$ cat src/rtl/tiny16_pkg.sv
package tiny16_pkg;

    localparam int XLEN   = 16;
    localparam int ROM_AW = 5;
    localparam int RSEL_W = 4;
    localparam int NREGS  = 1 << RSEL_W;
    localparam int IMM_W  = 8;

    typedef enum logic [3:0] {
        OP_NOP = 4'h0,
        OP_LDI = 4'h1,
        OP_ADD = 4'h2,
        OP_SUB = 4'h3,
        OP_SLT = 4'h4,
        OP_BNZ = 4'h5,
        OP_BZ  = 4'h6,
        OP_JMP = 4'h7,
        OP_STR = 4'h8,
        OP_STI = 4'h9
    } opcode_e;

    typedef enum logic [1:0] {ALU_ADD, ALU_SUB, ALU_SLT, ALU_PASS} alu_op_e;
    typedef enum logic [1:0] {NXT_SEQ, NXT_IFNZ, NXT_IFZ, NXT_ALWAYS} nxt_e;

    typedef struct packed {
        logic [RSEL_W-1:0] sel_a;
        logic [RSEL_W-1:0] sel_b;
        logic [RSEL_W-1:0] sel_c;
        logic [IMM_W-1:0]  imm;
        alu_op_e           alu;
        logic              rf_we;
        nxt_e              nxt;
        logic              st_en;
        logic              st_imm_addr;
    } dec_t;

    function automatic dec_t decode_word(input logic [XLEN-1:0] w);
        dec_t d;
        d             = '0;
        d.sel_a       = w[11:8];
        d.sel_b       = w[7:4];
        d.sel_c       = w[3:0];
        d.imm         = w[7:0];
        d.alu         = ALU_PASS;
        d.nxt         = NXT_SEQ;
        case (opcode_e'(w[15:12]))
            OP_LDI: d.rf_we = 1'b1;
            OP_ADD: begin d.rf_we = 1'b1; d.alu = ALU_ADD; end
            OP_SUB: begin d.rf_we = 1'b1; d.alu = ALU_SUB; end
            OP_SLT: begin d.rf_we = 1'b1; d.alu = ALU_SLT; end
            OP_BNZ: d.nxt = NXT_IFNZ;
            OP_BZ:  d.nxt = NXT_IFZ;
            OP_JMP: d.nxt = NXT_ALWAYS;
            OP_STR: d.st_en = 1'b1;
            OP_STI: begin d.st_en = 1'b1; d.st_imm_addr = 1'b1; end
            default: ;
        endcase
        return d;
    endfunction

    function automatic logic [XLEN-1:0] zext_imm(input logic [IMM_W-1:0] v);
        return {{(XLEN-IMM_W){1'b0}}, v};
    endfunction

endpackage

$ cat src/rtl/t16_decode.sv
module t16_decode
    import tiny16_pkg::*;
(
    input  logic [XLEN-1:0] instr,
    output dec_t            dec
);
    always_comb dec = decode_word(instr);
endmodule

$ cat src/rtl/t16_regfile.sv
module t16_regfile
    import tiny16_pkg::*;
#(
    parameter int W  = XLEN,
    parameter int SW = RSEL_W,
    localparam int N = 1 << SW
) (
    input  logic          clk,
    input  logic          rst,
    input  logic          we,
    input  logic [SW-1:0] wsel,
    input  logic [W-1:0]  wdata,
    input  logic [SW-1:0] sel_a,
    input  logic [SW-1:0] sel_b,
    input  logic [SW-1:0] sel_c,
    output logic [W-1:0]  val_a,
    output logic [W-1:0]  val_b,
    output logic [W-1:0]  val_c
);
    logic [W-1:0] regs [N];

    for (genvar i = 0; i < N; i++) begin : g_reg
        always_ff @(posedge clk) begin
            if (rst)
                regs[i] <= '0;
            else if (we && wsel == SW'(i))
                regs[i] <= wdata;
        end
    end

    assign val_a = regs[sel_a];
    assign val_b = regs[sel_b];
    assign val_c = regs[sel_c];
endmodule

$ cat src/rtl/t16_alu.sv
module t16_alu
    import tiny16_pkg::*;
#(
    parameter int W = XLEN
) (
    input  alu_op_e      op,
    input  logic [W-1:0] x,
    input  logic [W-1:0] y,
    input  logic [W-1:0] k,
    output logic [W-1:0] res
);
    always_comb begin
        case (op)
            ALU_ADD: res = x + y;
            ALU_SUB: res = x - y;
            ALU_SLT: res = (x < y) ? W'(1) : '0;
            default: res = k;
        endcase
    end
endmodule

$ cat src/rtl/t16_pcunit.sv
module t16_pcunit
    import tiny16_pkg::*;
#(
    parameter int AW = ROM_AW,
    parameter int W  = XLEN
) (
    input  logic          clk,
    input  logic          rst,
    input  nxt_e          nxt,
    input  logic [W-1:0]  cond_val,
    input  logic [AW-1:0] target,
    output logic [AW-1:0] pc
);
    logic taken;

    always_comb begin
        case (nxt)
            NXT_IFNZ:   taken = |cond_val;
            NXT_IFZ:    taken = ~|cond_val;
            NXT_ALWAYS: taken = 1'b1;
            default:    taken = 1'b0;
        endcase
    end

    always_ff @(posedge clk) begin
        if (rst)
            pc <= '0;
        else if (taken)
            pc <= target;
        else
            pc <= pc + AW'(1);
    end
endmodule

$ cat src/rtl/tiny16_core.sv
module tiny16_core
    import tiny16_pkg::*;
(
    input  logic              clk,
    input  logic              rst,
    output logic [ROM_AW-1:0] rom_addr,
    input  logic [XLEN-1:0]   rom_data,
    output logic [XLEN-1:0]   wr_addr,
    output logic [XLEN-1:0]   wr_data,
    output logic              wr_en
);
    dec_t            dec;
    logic [XLEN-1:0] va, vb, vc, imm_ext, alu_res;

    t16_decode u_dec (
        .instr (rom_data),
        .dec   (dec)
    );

    assign imm_ext = zext_imm(dec.imm);

    t16_regfile #(.W(XLEN), .SW(RSEL_W)) u_rf (
        .clk   (clk),
        .rst   (rst),
        .we    (dec.rf_we),
        .wsel  (dec.sel_a),
        .wdata (alu_res),
        .sel_a (dec.sel_a),
        .sel_b (dec.sel_b),
        .sel_c (dec.sel_c),
        .val_a (va),
        .val_b (vb),
        .val_c (vc)
    );

    t16_alu #(.W(XLEN)) u_alu (
        .op  (dec.alu),
        .x   (vb),
        .y   (vc),
        .k   (imm_ext),
        .res (alu_res)
    );

    t16_pcunit #(.AW(ROM_AW), .W(XLEN)) u_pc (
        .clk      (clk),
        .rst      (rst),
        .nxt      (dec.nxt),
        .cond_val (va),
        .target   (dec.imm[ROM_AW-1:0]),
        .pc       (rom_addr)
    );

    assign wr_en   = dec.st_en & ~rst;
    assign wr_data = va;
    assign wr_addr = dec.st_imm_addr ? imm_ext : vb;
endmodule

$ cat config.mk
export PLATFORM = sky130hd
export DESIGN_NAME = tiny16_core
export DESIGN_NICKNAME = d
export VERILOG_FILES = /design/src/rtl/tiny16_pkg.sv /design/src/rtl/t16_decode.sv /design/src/rtl/t16_regfile.sv /design/src/rtl/t16_alu.sv /design/src/rtl/t16_pcunit.sv /design/src/rtl/tiny16_core.sv
export SDC_FILE = /design/constraint.sdc
export NUM_CORES = 1
export LEC_CHECK = 0
export BUFFER_PORTS_ARGS = -buffer_cell sky130_fd_sc_hd__buf_2
export CORE_MARGIN = 5
export CORE_UTILIZATION = 25
export CTS_CLUSTER_DIAMETER = 60
export CTS_CLUSTER_SIZE = 12
export DETAILED_ROUTE_END_ITERATION = 8
export PLACE_DENSITY_LB_ADDON = 0.1
export SETUP_SLACK_MARGIN = 0.02
export SLEW_MARGIN = 0
export SYNTH_ARGS = -nofsm -noshare
export SYNTH_HDL_FRONTEND = slang
export SYNTH_SLANG_ARGS = --single-unit
$ cat constraint.sdc
create_clock -name clk -period 7.9 [get_ports clk]
set_input_delay 1.185 -clock clk [delete_from_list [all_inputs] [get_ports clk]]
set_output_delay 1.185 -clock clk [all_outputs]
set_load 0.05 [all_outputs]
Word-level counts from Yosys, hierarchy flattened --
Memories as Yosys holds them, arrays and structs flattened. Cells that the tools add are included.
Storage, ports and cells: RAM bits 256, output and inout bits 38, bits of input ports 18, memories 1, flip-flop bits (word level) 5, logic and storage cells 151
Memories:
- u_rf.regs | words 16, width 16, rd ports 3, clocked after memory_dff 0, wr ports 16, RTL line t16_regfile.sv:20 | logic [W-1:0] regs [N];
Cells by class: magnitude comparators 1, mux-type cells 76, add/subtract/negate cells 3, eq/ne operators 29, reduce and logical (&&, ||, !) cells 22, bitwise gates (word level) 18
Operators with widths (number):
- two-way mux 16 bit | 17
- two-way mux 1 bit | 54
- case mux 16 bit (3 select lines) | 1
- == test 4 bit, second input constant | 10
- == test 4 x 3 -> 1 bit, second input constant | 8
- adder 16 bit | 1
- == test 4 x 2 -> 1 bit, second input constant | 4
- logical AND 1 bit | 16
- less-than comparator 16 bit | 1
- OR 1 bit | 16
- OR reduction 16 bit | 1
- subtractor 16 bit | 1
- case mux 2 bit (3 select lines) | 2
- == test 4 x 1 -> 1 bit, second input constant | 2
- == test 2 bit, second input constant | 3
- adder 5 x 1 -> 5 bit, second input constant | 1
- two-way mux 5 bit | 1
- == test 2 x 1 -> 1 bit, second input constant | 2
- zero test 4 bit | 1
- OR reduction 4 bit | 1
- case mux 1 bit (3 select lines) | 1
- zero test 2 bit | 1
- OR reduction 2 bit | 1
- bitwise AND 1 bit | 1
- other kinds (2) | 2

Logic depth before layout (Yosys ltp) --
depth in word-level cells 8, mapped depth 18, mapped depth without buffers 15

Hierarchy --
Synthesis repeated with hierarchy kept, for this count alone.
Second synthesis, totals: cell total of the unflattened synthesis 1359, area total of the unflattened synthesis 17947.2 µm²
By module, submodules not included:
- t16_regfile | cells an instance 1005, seq. area each 7687.4 µm², area each 15366.0 µm², times used 1
- t16_alu | cells an instance 269, seq. area each 0.0 µm², area each 1829.3 µm², times used 1
- t16_pcunit | cells an instance 34, seq. area each 100.1 µm², area each 324.1 µm², times used 1
- t16_decode | cells an instance 31, seq. area each 0.0 µm², area each 224.0 µm², times used 1
- tiny16_core | cells an instance 20, seq. area each 0.0 µm², area each 203.9 µm², times used 1

Worst setup path before layout --
OpenSTA, ideal clock, no wires.
path kind in2reg, start point input rom_data[4], end point memory u_rf.regs[2][14] (netlist bit), data pin, arrival 5.486 ns, stages 18, buffers on the path 3, required time 7.640 ns, slack 2.154 ns, cell sequence clkbuf_1 buf_1 mux4_2 mux4_2 inv_1 ha_1 inv_1 fa_1 a21o_1 a21o_1 a21oi_1 nor3b_1 or3_1 a31oi_1 o211ai_1 xnor2_1 buf_2 nor2_1
RTL lines:
- from (decl) | RTL line tiny16_core.sv:7 | input logic [XLEN-1:0] rom_data,
- to (decl) | RTL line t16_regfile.sv:20

==> flow_summary.json <==
{
  "status": "finished clean",
  "cp-start-kind": "input pin",
  "grt_first_pass_wirelength_um": 96450,
  "clock_path_buffers": 3,
  "required_ns": 8.30,
  "r2r_start": "u_rf.regs[12][2]$_SDFFCE_PN0P_",
  "nets": 1304,
  "grt_max_degree": 52,
  "initial_core_util": 0.2512,
  "path_max_fanout": 43,
  "synthArstFlopShare": 0,
  "power_density_mw_per_mm2": 212.0,
  "synth-main-ff-cell": "edfxtp_1",
  "cts_setup_buffers": 0,
  "synthesis.area_mm2": 0.01681,
  "power_mw": 4.035,
  "setup_tns_ns": 0,
  "yosysUniqueCellTypes": 59,
  "skew_ns": 0.02672,
  "die_w_um": 269.3,
  "cp-startpoint": "rom_data[5]",
  "use_met2": 0.3096,
  "maxSlewViolCount": 0,
  "min_period_ns": 5.537,
  "cts-root-buf": "clkbuf_16",
  "holdBufCountCts": 0,
  "drive_above_1_share": 0.3073,
  "vias_per_cell": 5.444,
  "cts_buffers": 29,
  "postSynthCellCount": 1224,
  "drc": 0,
  "grt_usage": 0.1868,
  "synthToLayoutAreaGrowth_pct": 13.23,
  "n_antenna_cell": 0,
  "ant_nets": 0,
  "overflow": 0,
  "hp-class": "reg2reg",
  "syn-num-nets": 1276,
  "synth-seq-area-share": 0.4632,
  "grt_pass1_vias": 11770,
  "ir_worst_vdd_v": 0.0001443,
  "row_count": 95,
  "cts_tree": "built",
  "hold_violations": 0,
  "die_h_um": 269.3,
  "cts_sinks": 261,
  "synth_seq_cells": 261,
  "slew_headroom": 0.2963,
  "hold_ws_ns": 0.6247,
  "yosysWarnings": 0,
  "worstMarginPinSlew_ns": 1.056,
  "drt-total-wl_um": 69840,
  "cts_resized": 0,
  "insertion_delay_ns": 0.58,
  "worstPathArrival_ns": 5.94,
  "fin_util": 0.2845,
  "timing.fmax_mhz": 180.6,
  "leakage_nw": 6.768,
  "finalSetupViolCount": 0,
  "htree_levels": 1,
  "clk_pin_slew_ns": 0.06,
  "drt_iter0_markers": 1244,
  "path_class": "in2reg",
  "post-dp-hpwl_um": 45300,
  "top_usage_layer": "met2",
  "syn_area_per_cell_um2": 13.73,
  "place_inst": 2094,
  "max-cap-violations": 0,
  "ioPinCount": 56,
  "io_buffer_count": 55,
  "firstDrtPassIters": 5,
  "grt_setup_unrepaired": "false",
  "grtUsageMet3": 0.03325,
  "synth_edf_count": 256,
  "antenna_found_initial": 4,
  "gp_congestion": 0.7815,
  "finalCritPeriodShare": 0.7009,
  "core_area_mm2": 0.06692,
  "dieArea_mm2": 0.07253,
  "hp-start": "u_pc.pc[0]$_SDFF_PP0_",
  "vias": 11650,
  "end_kind": "register",
  "post_drt_wl_per_cell_um": 32.65,
  "met1_usage": 0.2544,
  "instances_no_fill": 2139
}
==> path summary, 6_finish.rpt <==
kind,end,slack (ns),depth (start not counted)
worst min-delay path,u_pc.pc[0]$_SDFF_PP0_,0.62,2
worst min register to register,u_pc.pc[0]$_SDFF_PP0_,0.62,2
worst max-delay path,u_rf.regs[15][13]$_SDFFCE_PN0P_,2.36,13
worst max register to register,u_rf.regs[13][10]$_SDFFCE_PN0P_,3.31,13
==> Yosys cell counts, types with 3 or more instances <==
master	instances	share of area
inv_1	32	0.0071
clkbuf_1	71	0.016
a21oi_1	26	0.0077
mux2i_1	11	0.0065
o21bai_1	3	0.0013
nor4_1	3	0.0011
nand3_1	22	0.0065
nand2b_1	7	0.0026
buf_6	3	0.0020
a21o_1	25	0.011
o22ai_1	4	0.0015
a31oi_1	4	0.0015
nor2_1	277	0.062
mux2_2	7	0.0047
nand2_1	47	0.010
dfxtp_1	5	0.0060
nor3_1	7	0.0021
buf_1	15	0.0033
a22oi_1	34	0.015
o21ai_0	15	0.0045
a2111o_1	4	0.0027
xnor2_1	15	0.0078
edfxtp_1	256	0.46
buf_2	7	0.0021
a22oi_2	3	0.0022
buf_4	3	0.0013
or2_2	3	0.0011
nor2b_1	17	0.0063
ha_1	32	0.024
or3_1	3	0.0011
mux4_2	224	0.30
==> layer usage <==
layer / share of wire / wire length (um)
met5: 0 / 0
met2: 0.48 / 33300
met3: 0.066 / 4644
met4: 0.028 / 1975
met1: 0.43 / 29920
==> cell usage in the layout, fill, tap and decap left out, types with 11 or more instances in the layout <==
master,instances
nand3_1,22
a22oi_1,34
nor2_1,276
clkbuf_16,29
mux4_2,224
xnor2_1,15
edfxtp_1,256
inv_1,32
buf_2,49
o21ai_0,15
nand2_1,47
ha_1,32
a21oi_1,25
a21o_1,23
buf_4,48
mux2i_1,11
nor2b_1,15
==> area by class of cell <==
class	instances	area [um2]
Clock buffer	33	740.7
Clock inverter	12	173.9
Fill cell	6827	47880
Inverter	32	120.1
Multi-Input combinational cell	830	8496
Sequential cell	261	7787
Tap cell	873	1092
Timing Repair Buffer	98	625.6
==> sequential cells by signal, indices dropped and copies added, names as in the netlist <==
register,flops
u_pc.pc,5
u_rf.regs,256
==> metrics by stage <==
| stage | setup WS, ns | area [um2] |
|---|---|---|
| 2_1_floorplan | 2.154 | 16810 |
| 3_3_place_gp | 1.726 | 18120 |
| 3_5_place_dp | 1.722 | 18120 |
| 4_1_cts | 2.332 | 19040 |
| 6_report | 2.363 | 19040 |
| 5_1_grt | 2.154 | 19040 |
==> report_power, final <==
part	total (mW)	switching, mW	internal [mW]
clock	1.38	0.581	0.795
sequential	1.61	0.0390	1.57
combinational	1.05	0.690	0.356
total	4.04	1.31	2.73
==> kinds of logic (layout without fill, tap and decap cells) <==
family                   after synthesis  in the layout  share of synthesized area
flip-flops                           261            261                     0.4632
AND/OR/NAND/NOR                      401            401                    0.09996
XOR/XNOR                              17             17                   0.008857
AO/OA/AOI/OAI                        136            136                    0.05686
multiplexers                         242            242                     0.3113
buffers and inverters                133            175                    0.03357
adder cells (fa/ha/maj)               34             34                    0.02620
==> critical path: stages <==
cell,delay (ns)
buf_4,0.59
buf_4,0.52
mux4_2,0.39
mux4_2,0.55
ha_1,0.40
a2111o_1,0.42
o2111ai_1,0.40
a31oi_1,0.24
a2111o_1,0.47
o211ai_1,0.12
o31ai_2,0.12
buf_4,0.22
nor2_1,0.13
(Power assumes the default switching activity.)
